## src/rtl/pwm_guard_pkg.sv

```systemverilog
package pwm_guard_pkg;

  // Per-channel report handed from a channel monitor to the flag controller.
  typedef struct packed {
    logic toggled;    // synchronized level changed this cycle
    logic stuck;      // no change for longer than the idle limit
    logic short_low;  // one-cycle pulse: last low phase was too narrow
  } mon_status_t;

endpackage

```

## src/rtl/pwm_guard_sync.sv

```systemverilog
module pwm_guard_sync #(
  parameter int STAGES = 2
) (
  input  logic clk,
  input  logic rst,
  input  logic d,
  output logic q
);

  logic [STAGES-1:0] sr;

  always_ff @(posedge clk) begin
    if (rst) sr <= '0;
    else     sr <= {sr[STAGES-2:0], d};
  end

  assign q = sr[STAGES-1];

endmodule

```

## src/rtl/pwm_guard_chan.sv

```systemverilog
module pwm_guard_chan
  import pwm_guard_pkg::*;
#(
  parameter int CNT_W       = 16,
  parameter int MIN_LOW_CYC = 3,
  parameter int SYNC_STAGES = 2
) (
  input  logic             clk,
  input  logic             rst,
  input  logic             pwm_raw,
  input  logic [CNT_W-1:0] timeout_cyc,
  output mon_status_t      status
);

  localparam int LOW_W = $clog2(MIN_LOW_CYC + 1);
  localparam logic [LOW_W-1:0] LOW_MAX = LOW_W'(MIN_LOW_CYC);

  logic             lvl, lvl_d;
  logic             chg, rise, fall;
  logic [CNT_W-1:0] idle_cnt;
  logic [LOW_W-1:0] low_cnt;
  logic             fall_seen;
  logic             stuck_q, short_q;

  pwm_guard_sync #(.STAGES(SYNC_STAGES)) u_sync (
    .clk (clk),
    .rst (rst),
    .d   (pwm_raw),
    .q   (lvl)
  );

  always_ff @(posedge clk) begin
    if (rst) lvl_d <= 1'b0;
    else     lvl_d <= lvl;
  end

  assign chg  = lvl ^ lvl_d;
  assign rise = lvl & ~lvl_d;
  assign fall = ~lvl & lvl_d;

  // Idle counter: restarts on every synchronized edge, saturates at the limit.
  always_ff @(posedge clk) begin
    if (rst) begin
      idle_cnt <= '0;
      stuck_q  <= 1'b0;
    end else begin
      if (chg)                        idle_cnt <= '0;
      else if (idle_cnt < timeout_cyc) idle_cnt <= idle_cnt + CNT_W'(1);
      stuck_q <= !chg && (idle_cnt >= timeout_cyc);
    end
  end

  // Low-phase meter: counts low samples from a falling edge, judged on the rise.
  always_ff @(posedge clk) begin
    if (rst) begin
      low_cnt   <= LOW_MAX;
      fall_seen <= 1'b0;
      short_q   <= 1'b0;
    end else begin
      if (fall) begin
        low_cnt   <= LOW_W'(1);
        fall_seen <= 1'b1;
      end else if (!lvl && low_cnt < LOW_MAX) begin
        low_cnt <= low_cnt + LOW_W'(1);
      end
      short_q <= rise && fall_seen && (low_cnt < LOW_MAX);
    end
  end

  assign status = '{toggled: chg, stuck: stuck_q, short_low: short_q};

endmodule

```

## src/rtl/pwm_guard_flag.sv

```systemverilog
module pwm_guard_flag #(
  parameter int NUM_CH = 2
) (
  input  logic              clk,
  input  logic              rst,
  input  logic [NUM_CH-1:0] toggled,
  input  logic [NUM_CH-1:0] stuck,
  input  logic [NUM_CH-1:0] short_low,
  output logic              flag
);

  logic              trip;
  logic [NUM_CH-1:0] seen_q;
  logic [NUM_CH-1:0] seen_now;
  logic              flag_q;

  assign trip     = (|stuck) | (|short_low);
  assign seen_now = seen_q | toggled;

  always_ff @(posedge clk) begin
    if (rst) begin
      flag_q <= 1'b1;
      seen_q <= '0;
    end else if (trip) begin
      flag_q <= 1'b1;
      seen_q <= toggled;
    end else begin
      seen_q <= seen_now;
      if (&seen_now) flag_q <= 1'b0;
    end
  end

  assign flag = flag_q;

endmodule

```

## src/rtl/pwm_idle_guard.sv

```systemverilog
module pwm_idle_guard
  import pwm_guard_pkg::*;
#(
  parameter int NUM_CH      = 2,
  parameter int CNT_W       = 16,
  parameter int MIN_LOW_CYC = 3,
  parameter int SYNC_STAGES = 2
) (
  input  logic              clk,
  input  logic              rst,
  input  logic [NUM_CH-1:0] pwm_in,
  input  logic [CNT_W-1:0]  timeout_cyc,
  output logic              idle_flag,
  output logic [NUM_CH-1:0] ch_stuck,
  output logic [NUM_CH-1:0] ch_short_low
);

  logic [NUM_CH-1:0] toggled_v;

  for (genvar i = 0; i < NUM_CH; i++) begin : g_ch
    mon_status_t st;

    pwm_guard_chan #(
      .CNT_W       (CNT_W),
      .MIN_LOW_CYC (MIN_LOW_CYC),
      .SYNC_STAGES (SYNC_STAGES)
    ) u_chan (
      .clk         (clk),
      .rst         (rst),
      .pwm_raw     (pwm_in[i]),
      .timeout_cyc (timeout_cyc),
      .status      (st)
    );

    assign toggled_v[i]    = st.toggled;
    assign ch_stuck[i]     = st.stuck;
    assign ch_short_low[i] = st.short_low;
  end

  pwm_guard_flag #(.NUM_CH(NUM_CH)) u_flag (
    .clk       (clk),
    .rst       (rst),
    .toggled   (toggled_v),
    .stuck     (ch_stuck),
    .short_low (ch_short_low),
    .flag      (idle_flag)
  );

endmodule

```

## config.mk

```make
export PLATFORM = sky130hd
export DESIGN_NAME = pwm_idle_guard
export DESIGN_NICKNAME = d
export VERILOG_FILES = /design/src/rtl/pwm_guard_pkg.sv /design/src/rtl/pwm_guard_sync.sv /design/src/rtl/pwm_guard_chan.sv /design/src/rtl/pwm_guard_flag.sv /design/src/rtl/pwm_idle_guard.sv
export SDC_FILE = /design/constraint.sdc
export NUM_CORES = 1
export LEC_CHECK = 0
export CORE_ASPECT_RATIO = 0.9
export CORE_MARGIN = 2
export CORE_UTILIZATION = 48
export CTS_CLUSTER_DIAMETER = 120
export DETAILED_ROUTE_END_ITERATION = 8
export GPL_TIMING_DRIVEN = 0
export PLACE_DENSITY = 0.71
export REMOVE_ABC_BUFFERS = 1
export SYNTH_ARGS = -nofsm -noshare
export SYNTH_HDL_FRONTEND = slang
export SYNTH_SLANG_ARGS = --single-unit
```

## constraint.sdc

```tcl
create_clock -name clk -period 2.1 [get_ports clk]
set_input_delay 0.21 -clock clk [delete_from_list [all_inputs] [get_ports clk]]
set_output_delay 0.21 -clock clk [all_outputs]
set_load 0.01 [all_outputs]
```

Yosys cells after proc, flatten, opt, wreduce, memory -nomap -nowiden
Cells that the tools add are included.

storage, ports and cells
  output and inout bits = 5
  register bits after elaboration = 51
  word-level logic and storage cells = 67

cells by class
  mux-type cells = 5
  reductions and logical operators = 22
  order comparisons = 6
  bitwise operators = 12
  add/subtract/negate cells = 4

operators with widths
  kind                                                              count
  16-bit by 1-bit adder with 16-bit output (second input constant)  2
  16-bit greater-or-equal comparator                                2
  16-bit less-than comparator                                       2
  2-bit OR reduction                                                7
  2-bit 2-to-1 mux                                                  5
  1-bit logical AND                                                 8
  2-bit by 1-bit adder with 2-bit output (second input constant)    2
  1-bit AND                                                         4
  1-bit logical NOT                                                 4
  2-bit less-than comparator (second input constant)                2
  1-bit inverter                                                    4
  2-bit nonzero test                                                2
  2-bit OR                                                          1
  2-bit AND reduction                                               1
  1-bit bitwise XOR                                                 2
  1-bit OR                                                          1

Longest topological paths before layout
Gate-level depths: netlist of the first run.

  word-level depth = 4
  gate-level depth with buffers = 9
  mapped depth without buffers = 8

Cells and area by module
Synthesis of the first run repeated with hierarchy kept, for this count alone.

second synthesis, totals
  cells, all modules = 372
  area, all modules = 3,094.2 um^2

by module, submodules not included
  module          instances  cells each  area an instance (um^2)
  pwm_guard_chan  2          176         1,435.1
  pwm_guard_flag  1          12          118.9
  pwm_guard_sync  2          4           52.6

Worst setup path after synthesis of the first run
OpenSTA, ideal clock, no wires.

  path type = register to register
  start point = register g_ch[1].u_chan.idle_cnt[9]
  end point = register g_ch[1].u_chan.idle_cnt[12]
  arrival time = 1.876 ns
  path buffers = 0
  clock period less this slack = 1.946 ns
  setup slack = 0.154 ns
  stages on the path, launching flop included = 8
  path through = dfxtp_1 -> ha_1 -> a21oi_1 -> o21ai_2 -> a22oi_4 -> nand3_4 -> or4_1 -> a21oi_1

on the way
  cells in the longest elaborated chain, start to end = 1
  elaborated cells on any way between the ends = 2
  classes of those cells = 1 x add/sub; 1 x order compare

ends and longest elaborated chain
  item                                                                                            RTL line              text
  start, declared                                                                                 pwm_guard_chan.sv:20  logic [CNT_W-1:0] idle_cnt;
  start signal, assigned                                                                          pwm_guard_chan.sv:48  else if (idle_cnt < timeout_cyc) idle_cnt <= idle_cnt + CNT_W'(1);
  16-bit by 1-bit adder with 16-bit output / 16-bit less-than comparator (equally long branches)  pwm_guard_chan.sv:48

Several ways; a longest one is shown, not always the timed one.
A chain may end at the register's enable or synchronous reset.

Worst setup path in the final report of the first run
  start point = register g_ch[0].u_chan.idle_cnt[13]
  end point = register g_ch[0].u_chan.idle_cnt[15]

on the way
  cells in the longest elaborated chain, start to end = 1
  elaborated cells on any way between the ends = 2
  classes of those cells = 1 x add/sub; 1 x order compare

ends and longest elaborated chain
  item                                                                                            RTL line
  start, declared                                                                                 pwm_guard_chan.sv:20
  start signal, assigned                                                                          pwm_guard_chan.sv:48
  16-bit by 1-bit adder with 16-bit output / 16-bit less-than comparator (equally long branches)  pwm_guard_chan.sv:48

Several ways; a longest one is shown, not always the timed one.

==> results.txt, run 1 <==
Clk slew on worst S/H paths -> 0.11 ns
Pwr dens -> 491 nW/µm²
Clk_lat worst skew -> 0.32 ns
CP max FO -> 6
GR Overflow Total -> 0
Boundary Pins -> 25
CP arrival -> 2.36 ns
Drt pass-1 iters -> 5
Fmax -> 0.475 GHz
Row cnt -> 27
Ys Warns -> 0
Vias per cell -> 5.64
Worst slack at placement -> -0.518 ns
Total CTS buffers -> 5
Worst slew pin tran -> 0.667 ns
Critical path launch point type -> flop
VDD IR-drop max -> 0.000499 V
LEAKAGE -> 1.66 nW
Switching power -> 0.607 mW
# clock sinks -> 51
Sequential fraction of the synthesis area -> 0.335
Clock share of power -> 0.314
N_diodes -> 0
Ys async rst share -> 0
Yosys cell types -> 45
Cts hold-fix bufs -> 0
Drt wl/cell -> 15.9 µm
Final worst-path cycle share -> 1.00
Largest net degree at the start of global routing -> 22
Most common flop cell mapped by yosys -> dfxtp_1
GRT Total Usage -> 0.214
Setup ws final -> -0.00383 ns
Crit. End Element -> flop
Root Driver -> clkbuf_8
Layout cell share with drive strength beyond 1 -> 0.353
Syn Inst Count -> 354
Outcome -> finished, violations left
Placed cells -> 455
Failing checks -> setup timing
Core area -> 6110 µm²
Hold crit path type -> in -> reg
Seq pwr share -> 0.514
Post-route insts no fill -> 489
Die Y -> 79.6 µm
Combinational power share -> 0.171
Port Buffers -> 24
Critical Path RT -> 2.35 ns
# DRC -> 0
Post-synth EDFFs -> 0
FILL cells -> 444
CTS max path bufs -> 2
Worst-case clock skew -> 0.00611 ns
Max Cap Viol -> 0
Hpwl dp -> 4700 µm
Post-synthesis instance area -> 3050 µm²
Yosys top cell area share -> 0.335
Area growth syn-to-layout -> 36.9%
Final net count -> 461
Vias -> 2758
Worst slew margin -> 0.554
Yosys reg bits -> 51
Die Wd -> 88.0 µm
Initial Util -> 0.498
Worst hold margin -> 0.424 ns
RePlAce Congestion -> 0.858
CTS H-tree lvls -> 2
Initial antenna violation count -> 0
CTS tree -> yes
1st-iter DRT viols -> 106
Internal power -> 1.44 mW
DRT antenna net count -> 0
Fin crit period -> 2.10 ns
Count of final hold-check violations -> 0
Setup TNS -> -0.00383 ns
Final setup violation count -> 1
First-pass GRT wire length -> 11800 µm
Critical path class -> reg -> reg
Area leader, netlist -> dfxtp_1
Die area -> 7000 µm²
Post-Route WL -> 7790 µm
RSZ-0062 raised after global routing -> true
Largest cells by area after synthesis -> dfxtp_1, ha_1, a21oi_1
Final Max Tran Viols -> 0
Sw Ratio -> 0.296
Vias in the first global route -> 2585
Mean cell area of the mapped netlist -> 8.60 µm²
[power groups by stage]
stage	combinational (mW)	sequential [mW]	clock, mW
2_1_floorplan	0.213	1.07	0
3_3_place_gp	0.289	1.07	0
3_5_place_dp	0.304	1.08	0
4_1_cts	0.313	1.05	0.654
5_1_grt	0.398	1.06	0.686
6_report	0.351	1.05	0.644
[synth_stat cells (5+ instances only)]
cell type	instances
nor2_1	26
or4_1	9
a21oi_1	34
or3_1	19
ha_1	40
o21ai_0	23
dfxtp_1	51
nand2_1	29
o31ai_1	7
nand2b_1	5
nand3_1	10
nand4_1	9
inv_1	32
xnor2_1	5
[cell type report]
class | instances | area (µm²) | area share
Clock buffer | 5 | 68.8 | 0.0165
Tap cell | 87 | 109 | 0.0261
Multi-Input combinational cell | 263 | 2330 | 0.558
Timing Repair Buffer | 48 | 465 | 0.112
Clock inverter | 3 | 28.8 | 0.00690
Inverter | 32 | 120 | 0.0288
Sequential cell | 51 | 1050 | 0.252
[logic make-up (layout without fill, tap and decap cells)]
family	Yosys count	in the layout	synth area share
compound gates	79	79	0.162
xor+xnor	8	8	0.0230
fa+ha+maj	40	40	0.164
buf+inv	42	88	0.0633
flops	51	51	0.335
mux	3	3	0.00986
simple gates	131	133	0.242
[cells in the final DEF (no fill, tap or decap), drive strengths merged, types with 4 or more instances in the layout]
cell,count
dfxtp,51
ha,40
a21oi,35
inv,35
nand2,29
nor2,27
o21ai,26
buf,24
or3,19
clkdlybuf4s50,15
nand3,15
nand4,10
dlymetal6s2s,9
or4,9
o31ai,7
nand2b,5
xnor2,5
clkbuf,5
nor2b,4
[timing repair]
| item | 4_1_cts | 5_1_grt |
|---|---|---|
| pin swaps | 17 | 25 |
| cloned | 2 | 0 |
| setup buffers | 14 | 10 |
| gates resized for setup | 19 | 100 |
| endpoints found under the setup margin | 30 | 34 |
[stage by stage]
step           utilization  instance area [µm²]  total power [mW]
2_1_floorplan            -                 2970              1.28
3_5_place_dp         0.543                 3320              1.38
5_1_grt              0.682                 4170              2.15
3_3_place_gp         0.543                 3320              1.36
4_1_cts              0.594                 3630              2.02
6_report             0.682                 4170              2.05
[flip-flops by register name, summed over array words and instances, names as in the netlist]
register	flops
g_ch.u_chan.idle_cnt	32
g_ch.u_chan.fall_seen	2
g_ch.u_chan.low_cnt	4
g_ch.u_chan.stuck_q	2
u_flag.flag	1
g_ch.u_chan.lvl_d	2
u_flag.seen_q	2
g_ch.u_chan.u_sync.sr	4
g_ch.u_chan.short_q	2
[critical path, cell delays in order (launching register included)]
cell and delay [ns]:
dfxtp_2 0.41, ha_4 0.23, nand4_1 0.16, buf_6 0.15, a2bb2oi_4 0.23, nand3_4 0.15, or4_1 0.55, a21oi_1 0.15
[worst paths after layout]
path                                            start                                  endpoint  slack (ns)  depth (start not counted)
min reg2reg    g_ch[0].u_chan.u_sync.sr[0]$_SDFF_PP0_    g_ch[0].u_chan.u_sync.sr[1]$_SDFF_PP0_        0.45                          1
min                                         pwm_in[0]    g_ch[0].u_chan.u_sync.sr[0]$_SDFF_PP0_        0.42                          2
max reg2reg  g_ch[0].u_chan.idle_cnt[13]$_SDFFE_PP0N_  g_ch[0].u_chan.idle_cnt[15]$_SDFFE_PP0N_      -0.004                          7
max          g_ch[0].u_chan.idle_cnt[13]$_SDFFE_PP0N_  g_ch[0].u_chan.idle_cnt[15]$_SDFFE_PP0N_      -0.004                          7
[metal layers]
metal / global-route usage / vias to the layer above / wire, µm
li1: - / 1356 / -
met1: 0.286 / 1291 / 3310
met2: 0.339 / 88 / 3840
met3: 0.0445 / 23 / 437
met4: 0.0738 / 0 / 197
met5: 0 / - / 0
(Power assumes the default switching activity.)
==> inputs of run 2 (changes only) <==
--- a/config.mk
+++ b/config.mk
@@ -5,6 +5,8 @@
 export SDC_FILE = /design/constraint.sdc
 export NUM_CORES = 1
 export LEC_CHECK = 0
+export ABC_CLOCK_PERIOD_IN_PS = 2100
+export CAP_MARGIN = 25
 export CORE_ASPECT_RATIO = 0.9
 export CORE_MARGIN = 2
 export CORE_UTILIZATION = 48
==> results of run 2 <==
Final layout, timing and power as in run 1 (identical DEF).
==> inputs of run 3 (changes only) <==
--- a/config.mk
+++ b/config.mk
@@ -10,11 +10,12 @@
 export CORE_ASPECT_RATIO = 0.9
 export CORE_MARGIN = 2
 export CORE_UTILIZATION = 48
-export CTS_CLUSTER_DIAMETER = 120
+export CTS_CLUSTER_DIAMETER = 150
 export DETAILED_ROUTE_END_ITERATION = 8
 export GPL_TIMING_DRIVEN = 0
 export PLACE_DENSITY = 0.71
 export REMOVE_ABC_BUFFERS = 1
+export SLEW_MARGIN = 20
 export SYNTH_ARGS = -nofsm -noshare
 export SYNTH_HDL_FRONTEND = slang
 export SYNTH_SLANG_ARGS = --single-unit
==> results of run 3 <==
Final layout, timing and power as in run 1 (identical DEF).
